File: config.mk
export PLATFORM = sky130hd
export DESIGN_NAME = stop_wu_ctrl
export DESIGN_NICKNAME = d
export VERILOG_FILES = /design/src/rtl/stop_wu_pkg.sv /design/src/rtl/wu_timer.sv /design/src/rtl/stop_fsm.sv /design/src/rtl/stop_wu_ctrl.sv
export SDC_FILE = /design/constraint.sdc
export NUM_CORES = 1
export LEC_CHECK = 0
export BUFFER_PORTS_ARGS = -buffer_cell sky130_fd_sc_hd__clkbuf_2
export CORE_MARGIN = 4
export CORE_UTILIZATION = 60
export CTS_BUF_LIST = sky130_fd_sc_hd__clkbuf_4 sky130_fd_sc_hd__clkbuf_8
export DETAILED_ROUTE_END_ITERATION = 16
export HOLD_SLACK_MARGIN = 0.02
export PLACE_DENSITY = 0.81
export SLEW_MARGIN = 20
export SYNTH_ARGS = -nofsm -noshare
export SYNTH_HDL_FRONTEND = slang
export SYNTH_SLANG_ARGS = --single-unit
export TNS_END_PERCENT = 20
File: constraint.sdc
create_clock -name clk -period 2 [get_ports clk]
set_input_delay 0.4 -clock clk [delete_from_list [all_inputs] [get_ports clk]]
set_output_delay 0.4 -clock clk [all_outputs]
set_load 0.005 [all_outputs]
File: src/rtl/stop_wu_pkg.sv
package stop_wu_pkg;
    typedef enum logic [1:0] {
        ST_RUN  = 2'd0,
        ST_HALT = 2'd1,
        ST_WARM = 2'd2
    } wu_state_t;

    localparam logic [1:0] CODE_RSVD  = 2'b00;
    localparam logic [1:0] CODE_SHORT = 2'b01;
    localparam logic [1:0] CODE_MID   = 2'b10;
    localparam logic [1:0] CODE_LONG  = 2'b11;
endpackage

File: src/rtl/wu_timer.sv
module wu_timer #(
    parameter int SHORT_EXP = 8,
    parameter int MID_EXP   = 14,
    parameter int LONG_EXP  = 16
) (
    input  logic       clk,
    input  logic       rst,
    input  logic       warm,
    input  logic [1:0] code,
    output logic       done
);
    import stop_wu_pkg::*;

    localparam int CW = LONG_EXP;
    localparam logic [CW-1:0] ALL1 = {CW{1'b1}};

    logic [CW-1:0] cnt;
    logic [CW-1:0] term;

    always_comb begin
        unique case (code)
            CODE_SHORT: term = ALL1 >> (CW - SHORT_EXP);
            CODE_MID:   term = ALL1 >> (CW - MID_EXP);
            default:    term = ALL1;
        endcase
    end

    always_ff @(posedge clk) begin
        if (rst || !warm) cnt <= '0;
        else              cnt <= cnt + 1'b1;
    end

    assign done = warm && (cnt == term);

    // count never passes the terminal value
    a_r5_no_overflow: assert property (@(posedge clk) disable iff (rst)
        warm |-> (cnt <= term));
    // the count starts from zero on the first warm-up cycle
    a_r5_start_zero: assert property (@(posedge clk) disable iff (rst)
        (warm && !$past(warm)) |-> (cnt == '0));
endmodule

File: src/rtl/stop_fsm.sv
module stop_fsm (
    input  logic       clk,
    input  logic       rst,
    input  logic       stop_req,
    input  logic       irq_pend,
    input  logic [1:0] wup_sel,
    input  logic       done,
    output logic [1:0] code_q,
    output logic       warm,
    output logic       osc_en,
    output logic       sysclk_en,
    output logic       halted
);
    import stop_wu_pkg::*;

    wu_state_t state, nxt;

    always_comb begin
        nxt = state;
        unique case (state)
            ST_RUN:  if (stop_req) nxt = irq_pend ? ST_WARM : ST_HALT;
            ST_HALT: if (irq_pend) nxt = ST_WARM;
            ST_WARM: if (done)     nxt = ST_RUN;
            default: nxt = ST_RUN;
        endcase
    end

    always_ff @(posedge clk) begin
        if (rst) begin
            state  <= ST_RUN;
            code_q <= CODE_LONG;
        end else begin
            state <= nxt;
            if (state == ST_RUN && stop_req) code_q <= wup_sel;
        end
    end

    always_comb begin
        osc_en    = 1'b1;
        sysclk_en = 1'b0;
        halted    = 1'b1;
        warm      = 1'b0;
        unique case (state)
            ST_RUN:  begin sysclk_en = 1'b1; halted = 1'b0; end
            ST_HALT: osc_en = 1'b0;
            ST_WARM: warm = 1'b1;
            default: begin sysclk_en = 1'b1; halted = 1'b0; end
        endcase
    end

    // reset leaves the block running
    a_r11_reset_runs: assert property (@(posedge clk)
        rst |=> (osc_en && sysclk_en && !halted));
    // request with no interrupt stops oscillator and clock
    a_r2_enter_halt: assert property (@(posedge clk) disable iff (rst)
        (sysclk_en && stop_req && !irq_pend) |=> (!osc_en && !sysclk_en && halted));
    // interrupt while halted restarts the oscillator only
    a_r4_wake: assert property (@(posedge clk) disable iff (rst)
        (!osc_en && irq_pend) |=> (osc_en && !sysclk_en));
    // pending interrupt at request keeps the oscillator running
    a_r8_no_osc_drop: assert property (@(posedge clk) disable iff (rst)
        (sysclk_en && stop_req && irq_pend) |=> (osc_en && !sysclk_en));
    // captured code is frozen during halt and warm-up
    a_r7_code_frozen: assert property (@(posedge clk) disable iff (rst)
        (halted && $past(halted)) |-> $stable(code_q));
    // status falls exactly when the clock returns
    a_r9_status_clk: assert property (@(posedge clk) disable iff (rst)
        $fell(halted) |-> $rose(sysclk_en));
endmodule

File: src/rtl/stop_wu_ctrl.sv
module stop_wu_ctrl #(
    parameter int SHORT_EXP = 8,
    parameter int MID_EXP   = 14,
    parameter int LONG_EXP  = 16
) (
    input  logic       clk,
    input  logic       rst,
    input  logic       stop_req,
    input  logic       irq_pend,
    input  logic [1:0] wup_sel,
    output logic       osc_en,
    output logic       sysclk_en,
    output logic       halted
);
    logic [1:0] code_q;
    logic       warm;
    logic       done;

    stop_fsm u_fsm (
        .clk       (clk),
        .rst       (rst),
        .stop_req  (stop_req),
        .irq_pend  (irq_pend),
        .wup_sel   (wup_sel),
        .done      (done),
        .code_q    (code_q),
        .warm      (warm),
        .osc_en    (osc_en),
        .sysclk_en (sysclk_en),
        .halted    (halted)
    );

    wu_timer #(
        .SHORT_EXP (SHORT_EXP),
        .MID_EXP   (MID_EXP),
        .LONG_EXP  (LONG_EXP)
    ) u_timer (
        .clk  (clk),
        .rst  (rst),
        .warm (warm),
        .code (code_q),
        .done (done)
    );
endmodule

# After elaboration in Yosys (flattened, before gate mapping)
# Index checks and enable logic that the tools add are counted.
[classes]
n_addsub = 1
eq_ne = 8
n_mux = 10
n_reduce_logical = 7
[op_table]
columns = ["cell", "count"]
rows = [
  ["one-hot mux 16 bit (2 select lines)", 1],
  ["adder 16 x 1 -> 16 bit, second input constant", 1],
  ["equality test 16 bit", 1],
  ["two-way mux 2 bit", 4],
  ["inequality test 2 bit, second input constant", 3],
  ["one-hot mux 2 bit (3 select lines)", 1],
  ["equality test 2 x 1 -> 1 bit, second input constant", 2],
  ["equality test 2 bit, second input constant", 2],
  ["two-way mux 1 bit", 4],
  ["AND reduction 3 bit", 1],
  ["logical AND 1 bit", 2],
  ["zero test 2 bit", 1],
  ["OR reduction 2 bit", 1],
  ["zero test 1 bit", 1],
  ["logical OR 1 bit", 1],
]
[word_totals]
reg_bits = 20
input_bits = 6
output_inout_bits = 3
word_cells = 29

# Depth between registers and ports, before layout
[logic_depth]
word_depth = 6
depth_mapped = 7

# Hierarchy
# From an unflattened synthesis, not the netlist that was laid out.
[unflattened]
hier_cells = 119
hier_area_um2 = 1052.3
[by_module_without_submodules]
columns = ["module", "instances", "cells_each", "area_each_um2", "seq_area_each_um2"]
rows = [
  ["wu_timer", 1, 89, 784.5, 320.3],
  ["stop_fsm", 1, 30, 267.8, 80.1],
]

# Worst setup path before layout
# Ideal clock, no wire load.
[synth_path]
path_type = "reg-to-reg"
from = "reg u_timer.cnt[9]"
to = "reg u_fsm.state[0]"
setup_ps = 74
t_arrival_ps = 1675
t_required_ps = 1926
slack_ps = 250
path_stages_with_launch = 6
path_buffers = 0
period_less_slack_ps = 1750
cell_sequence = "dfxtp_1 > or4_1 > mux2i_1 > o2111ai_1 > or4_1 > a31oi_1"
[synth_via]
elab_chain_cells = 4
[synth_lines]
columns = ["item", "line_no", "rtl"]
rows = [
  ["start, declared", "wu_timer.sv:17", "logic [CW-1:0] cnt;"],
  ["start signal, assigned", "wu_timer.sv:30", "else cnt <= cnt + 1'b1;"],
  ["equality test 16 bit", "wu_timer.sv:33", "assign done = warm && (cnt == term);"],
  ["logical AND 1 bit", "wu_timer.sv:33", ""],
  ["inequality test 2 bit (no source line)", "n/a", ""],
  ["AND reduction 3 bit (no source line)", "n/a", ""],
  ["end signal, assigned", "stop_fsm.sv:33", "state <= nxt;"],
  ["end, declared", "stop_fsm.sv:16", "wu_state_t state, nxt;"],
]
# Every way passes these cells.
# A chain may end at the register's enable or synchronous reset.

# Final worst setup path
# Same ends and word-level chain as after synthesis.

==> results_dict.tcl <==
set metrics [dict create \
    detail_route.drc_violations 0 \
    synth.yosys.warnings 0 \
    floorplan.io_pins 9 \
    synth_xor_area_frac 0.126 \
    crit_path_frequent_cell "or4_1" \
    track_usage 0.158 \
    worst_setup_start_kind "flip-flop" \
    synth_seq_cells 20 \
    finalHoldViolCount 0 \
    clock_path_buffers 2 \
    vias 772 \
    grt_max_degree 16 \
    initial_core_utilization 0.640 \
    nFillCells 113 \
    grt_pass1_wl_mm 3.03 \
    area_of_the_multi_input_gates_um2 549 \
    power_per_cell_area_nw_per_um2 836 \
    grt_setup_unrepaired "false" \
    clk_latency_ps 300 \
    maxSlewHeadroom 0.775 \
    run_status "finished clean" \
    max_freq_mhz 534 \
    cts_inserted_buffers 3 \
    vias_per_cell 5.55 \
    crit_path_slowest_cell "or4_1" \
    dpl.hpwl_mm 1.26 \
    layout-drive-gt1-share 0.146 \
    post_synthesis_compound_gate_area_fraction 0.0756 \
    final-seq-area_um2 400 \
    grt_util_met1 0.196 \
    cts.root.buffer_cell "clkbuf_4" \
    antenna_found_initial 0 \
    area.growth.synth_to_final_pct 10.6 \
    drt-wirelength-per-cell_um 12.1 \
    chipHeight_um 48.3 \
    totalWireLength_mm 1.68 \
    worst_setup_path_end_kind "flip-flop" \
    finalSetupViolations 0 \
    htree_num_levels 1 \
    setup.worst_path.class "flip-flop to flip-flop" \
    synth_area_per_cell_um2 8.71 \
    rows 14 \
    fin_worst_hold_slack_ps 337 \
    postRouteAntennaNets 0 \
    syn-instance-count 112 \
    drt_first_pass_iters 4 \
    syn_nets 123 \
    final.min_clock_period_ps 1870 \
    synth_adder_area_share 0.0641 \
    numClockSinks 20 \
    place.gp.congestion 0.778 \
    grt_busiest_layer "met2" \
    setup_total_negative_slack_ps 0 \
    cts_tree "yes" \
    grt_pass1_vias 729 \
    clock_skew_ps 4.42 \
    design.die.area_um2 2340 \
    max_cap_viol_count 0 \
    placeableCoreArea_um2 1520 \
    critical_path_required_ps 2240 \
    worst_slew_pin_slew_ps 337 \
    critPathArrivalTime_ps 2110 \
    clk_pin_slew_worst_paths_ps 110 \
    share_of_synthesized_area_spent_on_multiplexers 0.0103 \
    core_util_final 0.709 \
    fp.dieW_um 48.3 \
    grt.met3_usage 0.0399 \
    kind_of_path_behind_the_tightest_hold_check "primary input to flip-flop" \
    synth_enable_flop_cells 0 \
    n_antenna_cell 0 \
    hold_buffers 0 \
    critical_path_peak_fanout 5 \
    met2_capacity_usage_during_global_routing 0.257 \
    io_buffers 8 \
    synth_area_um2 976 \
    static-leakage-power_nw 0.437 \
    mostFrequentLayoutCell "dfxtp_1" \
    largest_family_of_logic_cells_by_synthesized_area "simple AND/OR/NAND/NOR gates" \
    dr.first_iter.drc_count 32 \
    ys_dominant_reg_cell "dfxtp_1" \
    gr-total-overflow 0 \
    commonest_non_fill_non_tap_cells_in_the_layout "dfxtp_1 (20), nor2_1 (18), xor2_1 (10)" \
    yosys.cell_types.count 28 \
    critical-path-max-stage-delay_ps 520 \
    vdd_ir_drop_max_mv 0.580 \
    synth_async_sr_flop_share 0 \
    timing_max_transition_violations_final 0 \
    synth_simple_gate_area_share 0.279 \
    layout.nets 135 \
    period_share 0.937 \
    synth-seq-area-share 0.410 \
    postCtsSetupBuffers 0 \
    path_cells "or4_1 > mux2i_1 > o2111ai_2 > or4_1 > a31oi_1" \
]
-- area by class of cell --
class	count	share of cell area
clock buffers	4	0.0336
inverters	7	0.0243
multi-input cells	83	0.509
flip-flops and latches	20	0.371
well taps	16	0.0185
repair buffers	9	0.0440
-- metal layers --
| layer | up-vias | wire length, um |
|---|---|---|
| met5 | - | 0 |
| met4 | 0 | 16 |
| met3 | 2 | 74 |
| met2 | 16 | 771 |
| met1 | 353 | 814 |
| li1 | 401 | - |
-- synthesized netlist by cell type, drive strengths merged, types with 3 or more instances --
master	number	area [um^2]
and3	5	33.8
dfxtp	20	400
ha	5	62.6
inv	7	26.3
nand2	8	30.0
nand3	6	30.0
nand4	4	25.0
nor2	18	67.6
nor3	3	26.3
xnor2	4	35.0
xor2	10	87.6
-- per-stage QoR --
| step | power [mW] | setup slack, ps | std cells | instance area [um^2] |
|---|---|---|---|---|
| final | 0.902 | 126 | 139 | 1080 |
| after global routing | 0.969 | 39.7 | 139 | 1080 |
| after CTS | 0.908 | 120 | 139 | 1070 |
| after detailed placement | 0.677 | 144 | 135 | 1040 |
| after global placement | 0.671 | 168 | 135 | 1040 |
| after floorplan | 0.609 | 250 | 112 | 976 |
-- report_power, final --
part           internal, mW  switching, mW
sequential            0.426         0.0231
clock                 0.111          0.118
combinational        0.0992          0.125
-- worst max-delay path, delay by kind of cell (launching register included) --
family / cells / cell delay [ps]
AOI/OAI and AO/OA: 2 / 330
DFF: 1 / 360
muxes: 1 / 170
and+or+nand+nor: 2 / 940
-- what timing repair did --
item | 4_1_cts | 5_1_grt
gates resized for setup | 0 | 2
endpoints found under the hold margin | 0 | 0
endpoints found under the setup margin | 0 | 2
-- flip-flops by register name (all words and copies together) (netlist names) --
name,cells
u_fsm.code_q,2
u_fsm.state,2
u_timer.cnt,16
-- final timing paths --
path | startpoint | end | slack (ps) | cells past startpoint
max | u_timer.cnt[9]$_SDFF_PP0_ | u_fsm.state[0]$_SDFFE_PP0P_ | 130 | 5
min | rst | u_fsm.state[0]$_SDFFE_PP0P_ | 340 | 2
max reg2reg | u_timer.cnt[9]$_SDFF_PP0_ | u_fsm.state[0]$_SDFFE_PP0P_ | 130 | 5
min reg2reg | u_fsm.code_q[1]$_SDFFE_PP1P_ | u_fsm.code_q[1]$_SDFFE_PP1P_ | 480 | 1
-- cells by family after synthesis --
family,after synthesis
AO/OA/AOI/OAI,10
XOR/XNOR,14
adder cells (fa/ha/maj),5
buffers and inverters,9
flip-flops,20
multiplexers,1
AND/OR/NAND/NOR,53
No activity file was read; power rests on OpenSTA's default activity.
